--- src/rtl/link_sync_seq.sv ---
module link_sync_seq #(
  parameter int CLK_DIV      = 50,
  parameter int T_SETTLE_US  = 4000,
  parameter int POLL_US      = 100,
  parameter int POLL_LIMIT   = 1000,
  parameter int T_SESS_US    = 450,
  parameter int T_ACK_ON_US  = 400,
  parameter int T_ACK_OFF_US = 300,
  parameter int T_DRAIN_US   = 1000
) (
  input  logic clk,
  input  logic rst_n,
  input  logic start,
  input  logic older_mode,
  input  logic req_n,
  input  logic tip_sense,
  input  logic byte_flag,
  output logic ack_pin,
  output logic tip_pin,
  output logic cfg_req,
  output logic sr_read,
  output logic done,
  output logic err
);
  localparam int MAXD = T_SETTLE_US + T_DRAIN_US + T_SESS_US + T_ACK_ON_US + T_ACK_OFF_US;
  localparam int US_W = $clog2(MAXD + 1);
  localparam int DV_W = $clog2(CLK_DIV + 1);
  localparam int PC_W = $clog2(POLL_US + 1);
  localparam int NP_W = $clog2(POLL_LIMIT + 1);

  typedef enum logic [3:0] {
    S_IDLE, S_SETTLE, S_WREQ, S_WFLG1, S_WNREQ, S_WFLG2,
    S_SESS, S_DNEG, S_DHOLD, S_DACK, S_TNEG, S_TACK, S_THOLD, S_END, S_FIN
  } st_t;

  st_t st_q, st_d;
  logic a_q, t_q, a_d, t_d;
  logic cfg_d, rd_d, done_d, err_d;
  logic [DV_W-1:0] div_q;
  logic [US_W-1:0] us_q;
  logic [PC_W-1:0] pc_q;
  logic [NP_W-1:0] np_q;
  logic fresh_q;

  wire moved    = (st_d != st_q);
  wire tick     = (div_q == DV_W'(CLK_DIV - 1));
  wire poll     = fresh_q || (tick && pc_q == PC_W'(POLL_US - 1));
  wire tip_seen = older_mode ? tip_sense : ~tip_sense;
  wire in_wait  = (st_q == S_WREQ) || (st_q == S_WFLG1) || (st_q == S_WNREQ) || (st_q == S_WFLG2);

  logic cond;
  always_comb begin
    case (st_q)
      S_WREQ:  cond = ~req_n;
      S_WNREQ: cond = req_n;
      default: cond = byte_flag;
    endcase
  end

  wire hit     = in_wait && poll && cond;
  wire timeout = in_wait && poll && !cond && (np_q == NP_W'(POLL_LIMIT));

  function automatic logic elapsed(input logic [US_W-1:0] us, input int n);
    return us == US_W'(n);
  endfunction

  always_comb begin
    st_d = st_q; a_d = a_q; t_d = t_q;
    cfg_d = 1'b0; rd_d = 1'b0; done_d = 1'b0; err_d = 1'b0;
    case (st_q)
      S_IDLE: if (start) begin
        cfg_d = 1'b1; rd_d = 1'b1; a_d = 1'b0;
        t_d = older_mode & tip_seen;
        if (!older_mode)  st_d = S_SETTLE;
        else if (!req_n)  st_d = S_SESS;
        else if (tip_seen) st_d = S_TNEG;
        else              st_d = S_FIN;
      end
      S_SETTLE: if (elapsed(us_q, T_SETTLE_US)) begin rd_d = 1'b1; a_d = 1'b1; st_d = S_WREQ; end
      S_WREQ:   if (hit) st_d = S_WFLG1;
      S_WFLG1:  if (hit) begin rd_d = 1'b1; a_d = 1'b0; st_d = S_WNREQ; end
      S_WNREQ:  if (hit) st_d = S_WFLG2;
      S_WFLG2:  if (hit) st_d = S_FIN;
      S_SESS:   if (elapsed(us_q, T_SESS_US)) begin a_d = 1'b1; t_d = 1'b1; st_d = S_DNEG; end
      S_DNEG:   if (elapsed(us_q, T_ACK_OFF_US)) begin a_d = 1'b0; st_d = S_DHOLD; end
      S_DHOLD:  if (elapsed(us_q, T_DRAIN_US)) begin rd_d = 1'b1; st_d = S_DACK; end
      S_DACK:   if (elapsed(us_q, T_ACK_ON_US)) begin a_d = 1'b1; st_d = req_n ? S_END : S_DNEG; end
      S_TNEG:   if (elapsed(us_q, T_ACK_OFF_US)) begin a_d = 1'b0; st_d = S_TACK; end
      S_TACK:   if (elapsed(us_q, T_ACK_ON_US)) begin a_d = 1'b1; st_d = S_THOLD; end
      S_THOLD:  if (elapsed(us_q, T_DRAIN_US)) st_d = S_END;
      S_END:    if (elapsed(us_q, T_ACK_OFF_US)) begin a_d = 1'b0; t_d = 1'b0; st_d = S_FIN; end
      S_FIN: begin done_d = 1'b1; rd_d = byte_flag; st_d = S_IDLE; end
      default: st_d = S_IDLE;
    endcase
    if (timeout) begin
      err_d = 1'b1; a_d = 1'b0; t_d = 1'b0; st_d = S_IDLE;
    end
  end

  always_ff @(posedge clk or negedge rst_n) begin
    if (!rst_n) begin
      st_q <= S_IDLE; a_q <= 1'b0; t_q <= 1'b0;
      cfg_req <= 1'b0; sr_read <= 1'b0; done <= 1'b0; err <= 1'b0;
    end else begin
      st_q <= st_d; a_q <= a_d; t_q <= t_d;
      cfg_req <= cfg_d; sr_read <= rd_d; done <= done_d; err <= err_d;
    end
  end

  always_ff @(posedge clk or negedge rst_n) begin
    if (!rst_n) begin
      div_q <= '0; us_q <= '0; pc_q <= '0; np_q <= '0; fresh_q <= 1'b1;
    end else if (moved) begin
      div_q <= '0; us_q <= '0; pc_q <= '0; np_q <= '0; fresh_q <= 1'b1;
    end else begin
      fresh_q <= 1'b0;
      div_q   <= tick ? '0 : div_q + 1'b1;
      if (tick) begin
        us_q <= us_q + 1'b1;
        pc_q <= (pc_q == PC_W'(POLL_US - 1)) ? '0 : pc_q + 1'b1;
      end
      if (in_wait && poll && !cond) np_q <= np_q + 1'b1;
    end
  end

  assign ack_pin = older_mode ? a_q : ~a_q;
  assign tip_pin = older_mode ? t_q : ~t_q;

  assert_start_strobes_R1: assert property (@(posedge clk) disable iff (!rst_n)
    (st_q == S_IDLE && start) |=> (cfg_req && sr_read));
  assert_no_tip_default_R2: assert property (@(posedge clk) disable iff (!rst_n)
    (!older_mode && $stable(older_mode)) |-> tip_pin);
  assert_err_negates_R5: assert property (@(posedge clk) disable iff (!rst_n)
    err |-> (ack_pin == ~older_mode && tip_pin == ~older_mode));
  assert_poll_bound_R5: assert property (@(posedge clk) disable iff (!rst_n)
    np_q <= NP_W'(POLL_LIMIT));
  assert_done_err_excl_R10: assert property (@(posedge clk) disable iff (!rst_n)
    !(done && err));
  assert_done_single_R10: assert property (@(posedge clk) disable iff (!rst_n)
    done |=> !done);
  assert_busy_start_ignored_R10: assert property (@(posedge clk) disable iff (!rst_n)
    (st_q != S_IDLE && start) |=> !cfg_req);
endmodule

--- config.mk ---
export PLATFORM = sky130hd
export DESIGN_NAME = link_sync_seq
export DESIGN_NICKNAME = d
export VERILOG_FILES = /design/src/rtl/link_sync_seq.sv
export SDC_FILE = /design/constraint.sdc
export NUM_CORES = 1
export LEC_CHECK = 0
export CORE_MARGIN = 8
export CORE_UTILIZATION = 25
export DETAILED_ROUTE_END_ITERATION = 10
export PLACE_DENSITY = 0.43
export SKIP_LAST_GASP = 1
export SLEW_MARGIN = 25
export SYNTH_ARGS = -nofsm -noshare
export SYNTH_HDL_FRONTEND = slang
export SYNTH_SLANG_ARGS = --single-unit
export TNS_END_PERCENT = 5
--- constraint.sdc ---
create_clock -name clk -period 3.3 [get_ports clk]
set_input_delay 0.495 -clock clk [delete_from_list [all_inputs] [get_ports clk]]
set_output_delay 0.495 -clock clk [all_outputs]
set_load 0.01 [all_outputs]
==> flow_summary.rst, run 1 <==
.. list-table::
   :header-rows: 1

   * - Metric
     - Value
   * - Fin crit period
     - 2.87 ns
   * - Fraction of final layout cells with drive strength greater than 1
     - 10.0%
   * - Worst r2r dst
     - us_q[9]$_DFFE_PN0P_
   * - Total vias in the final route
     - 2449
   * - DRC violation total after the first TritonRoute iteration
     - 151
   * - Total Neg Setup Slack
     - 0 ns
   * - Series of cell instances along the critical path
     - inv_1 -> ha_1 -> nand4bb_1 -> and4b_1 -> o32ai_1 -> a211oi_1 -> nand3_1 -> mux2i_1 -> a211o_1 -> buf_4 -> nor2_1
   * - Final Cycle Share
     - 87.0%
   * - Number of failing hold endpoints at the final stage
     - 0
   * - Most repeated cell in the gate-level netlist after synthesis
     - sky130_fd_sc_hd__nor2_1
   * - Kind of critical path
     - flop to flop
   * - Ratio of routed vias to standard cells
     - 4.84
   * - Final-report setup violation count
     - 0
   * - Signed area change from the synthesized netlist to the final layout
     - 14.7%
   * - Worst-margin pin slew
     - 0.747 ns
   * - Synthesized area per cell
     - 8.89 µm²
   * - Final Net Count
     - 374
   * - Main synth FF type
     - sky130_fd_sc_hd__dfrtp_1
   * - Worst setup EP type
     - flop
   * - Antenna Diode Count
     - 0
   * - Count of unique library cells instantiated by Yosys
     - 60
   * - Hold Slack
     - 0.269 ns
   * - Class of the tightest hold or removal check
     - input pin to asynchronous set/reset pin
   * - Synthesis Warnings
     - 0
   * - Post-placement cell area
     - 0.00333 mm²
   * - Sequential share of the synthesized area
     - 38.5%
   * - Leakage power figure
     - 1.44 nW
   * - Die boundary height
     - 127 µm
   * - Post-synth top cells
     - sky130_fd_sc_hd__nor2_1, sky130_fd_sc_hd__dfrtp_1, sky130_fd_sc_hd__nand2_1, sky130_fd_sc_hd__xor2_1
   * - Netlist area before placement
     - 0.00306 mm²
   * - Detail-routed net length per standard cell
     - 13.8 µm
   * - Most area-hungry cell type in the Yosys netlist
     - sky130_fd_sc_hd__dfrtp_1
   * - Pin count of the biggest net entering global routing
     - 33
   * - Clock latency at the later pin of the worst-skew pair
     - 0.29 ns
   * - Worst-case vdd ir drop
     - 0.231 mV
   * - Design Area, Final
     - 0.00351 mm²
   * - Worst-case setup margin in the final layout
     - 0.430 ns
   * - Final count of pins violating max slew
     - 0
   * - Number of synthesized flops with an enable pin
     - 0
   * - CTS root buf
     - sky130_fd_sc_hd__clkbuf_16
   * - Port Buffers
     - 12
   * - Startpoint type of the worst setup path
     - flop
   * - Register-to-register path setup slack
     - 0.43 ns
   * - Master of the slowest instance on the critical path
     - sky130_fd_sc_hd__and4b_1
   * - Floorplan die width
     - 127 µm
   * - Grt ovf
     - 0
   * - # H-tree levels
     - 2
   * - Number of buffers inserted by post-CTS setup repair
     - 0
   * - Async set-or-reset flop fraction in the synthesized netlist
     - 100%
   * - Syn_nets
     - 360
   * - Arrival time at the worst endpoint
     - 3.04 ns
   * - Number of antenna violations at the first check in global routing
     - 0
   * - End point of the critical path
     - us_q[9]$_DFFE_PN0P_
   * - Slew headroom
     - 50.2%
   * - TritonCTS clock tree
     - done
   * - Initial core utilization
     - 25.6%
   * - Final routed DRC violation total
     - 0
   * - Ratio of total power to cell area
     - 344 mW/mm²
   * - Final estimated routing congestion in global placement
     - 0.853
   * - Flop and latch count out of synthesis
     - 47
   * - Clock skew after layout
     - 0.00628 ns
   * - Clock sink count
     - 47
   * - Placement Setup Slack
     - 0.241 ns
   * - Io pins
     - 13
   * - HPWL Detailed
     - 5230 µm
   * - GRT Total Usage
     - 9.18%
   * - Critical path launch point
     - us_q[0]$_DFFE_PN0P_
   * - Via count of the first global-routing pass
     - 2439
   * - Worst R2R Start
     - us_q[0]$_DFFE_PN0P_
   * - Count of max-cap constraint violations
     - 0
   * - Maximum cell stage delay along the critical path
     - 0.50 ns
   * - Sum of routed wire length over all layers
     - 6970 µm
   * - Core Region
     - 0.0120 mm²
   * - Crit path required time
     - 3.47 ns
   * - Fraction of synthesized cell area taken by the top area cell type
     - 37.6%
   * - Iteration count of the initial detailed-routing pass
     - 4
   * - Number of buffers created by CTS
     - 5
   * - FF-to-FF path depth
     - 11
   * - First-pass GRT wire length
     - 12100 µm
   * - Gate count of the mapped netlist
     - 344
   * - Status
     - finished clean
   * - Die ar.
     - 0.0160 mm²
   * - CP Max Fanout
     - 24
   * - Number of nets with antenna violations after detailed routing
     - 0
   * - Number of hold buffers added after CTS
     - 0
   * - Max clock buf depth
     - 2
   * - Clock transition at the registers of the reported paths
     - 0.07 ns
   * - Peak clock frequency supported by timing
     - 0.348 GHz
   * - Core Rows
     - 40
   * - RSZ-0062 raised after global routing
     - no
   * - Most area-consuming cells after synthesis
     - sky130_fd_sc_hd__dfrtp_1, sky130_fd_sc_hd__nor2_1, sky130_fd_sc_hd__xor2_1, sky130_fd_sc_hd__xnor2_1, sky130_fd_sc_hd__nand2_1
placed cells by master, fill, tap and decap left out, types with 3 or more instances in the layout:
master / n
sky130_fd_sc_hd__nor2_1: 49
sky130_fd_sc_hd__dfrtp_1: 46
sky130_fd_sc_hd__nand2_1: 33
sky130_fd_sc_hd__xor2_1: 17
sky130_fd_sc_hd__a21oi_1: 16
sky130_fd_sc_hd__nand4_1: 16
sky130_fd_sc_hd__xnor2_1: 16
sky130_fd_sc_hd__nand3_1: 14
sky130_fd_sc_hd__nor3_1: 13
sky130_fd_sc_hd__buf_4: 12
sky130_fd_sc_hd__inv_1: 11
sky130_fd_sc_hd__o21ai_0: 11
sky130_fd_sc_hd__clkdlybuf4s50_1: 11
sky130_fd_sc_hd__ha_1: 9
sky130_fd_sc_hd__nand2b_1: 7
sky130_fd_sc_hd__nor2b_1: 7
sky130_fd_sc_hd__mux2i_1: 5
sky130_fd_sc_hd__clkbuf_16: 5
sky130_fd_sc_hd__and3_1: 4
sky130_fd_sc_hd__nor3_2: 3
sky130_fd_sc_hd__nor4_1: 3
sky130_fd_sc_hd__or3_1: 3
cell type report:
type / count / area, µm²
Inverter: 11 / 41.3
Clock inverter: 3 / 46.3
Clock buffer: 5 / 125
Sequential cell: 47 / 1180
Tap cell: 147 / 184
Fill cell: 1245 / 8450
Multi-Input combinational cell: 269 / 1730
Timing Repair Buffer: 24 / 205
power breakdown:
group          switching [mW]  internal [mW]
Clock                   0.235          0.361
Sequential                  0          0.576
Combinational          0.0215         0.0137
routing by layer:
metal | GRT usage, % | wire, µm | up-vias | share of wire, %
met1 | 12.5 | 3480 | 1171 | 50
met4 | 2.34 | 68 | 0 | 0.98
li1 | - | - | 1236 | -
met5 | 0 | 0 | - | 0
met3 | 1.63 | 252 | 5 | 3.6
met2 | 14.6 | 3170 | 37 | 45
metrics by stage:
stage / total power [mW] / cells / util, %
after CTS: 1.23 / 506 / 29.3
after floorplan: 0.596 / 344 / -
after detailed placement: 0.623 / 498 / 27.8
after global placement: 0.624 / 498 / 27.8
final: 1.21 / 506 / 29.3
after global routing: 1.25 / 506 / 29.3
worst min path at each step:
| stage | end | slack, ns | depth (start not counted) | startpoint |
|---|---|---|---|---|
| 2_1_floorplan | a_q$_DFFE_PN0P_ | 0.20 | 0 | rst_n |
| 3_3_place_gp | div_q[0]$_DFF_PN0_ | 0.50 | 1 | div_q[0]$_DFF_PN0_ |
| 3_5_place_dp | div_q[0]$_DFF_PN0_ | 0.50 | 1 | div_q[0]$_DFF_PN0_ |
| 4_1_cts | us_q[8]$_DFFE_PN0P_ | 0.30 | 1 | rst_n |
| 5_1_grt | us_q[8]$_DFFE_PN0P_ | 0.33 | 1 | rst_n |
| 6_report | us_q[8]$_DFFE_PN0P_ | 0.27 | 1 | rst_n |
state kept, by name, indices dropped and copies added (netlist names):
signal and cells:
np_q 10, cfg_req 1, pc_q 7, st_q 4, err 1, us_q 13, done 1, a_q 1
sr_read 1, div_q 6, t_q 1, fresh_q 1
logic make-up (layout without fill, tap and decap cells):
logic type | count (synthesis) | in the layout | synth area share, %
fa+ha+maj | 9 | 9 | 3.68
flops | 47 | 47 | 38.5
compound gates | 50 | 50 | 11.3
buf+inv | 28 | 43 | 5.16
simple gates | 172 | 172 | 30.3
xor+xnor | 33 | 33 | 9.45
mux | 5 | 5 | 1.64
worst max-delay path: cells and delay by family (launching register included):
kind,cells,cell delay (ns)
compound gates,3,0.60
simple gates,4,0.89
fa+ha+maj,1,0.19
buf+inv,2,0.43
mux,1,0.20
flops,1,0.43
what timing repair did:
item                                   in CTS  in global routing
endpoints found under the hold margin       0                  0
gates resized for setup                     0                  1
setup endpoints to repair                   0                 20
Power figures use the tool's default switching activity.
==> run 2: changes to the inputs <==
SETUP_SLACK_MARGIN = 0.1   (was unset)
==> results of run 2 <==
Final layout, timing and power as in run 1 (identical DEF).
==> run 3: changes to the inputs <==
CAP_MARGIN = 20   (was unset)
==> results of run 3 <==
Final layout, timing and power as in run 1 (identical DEF).
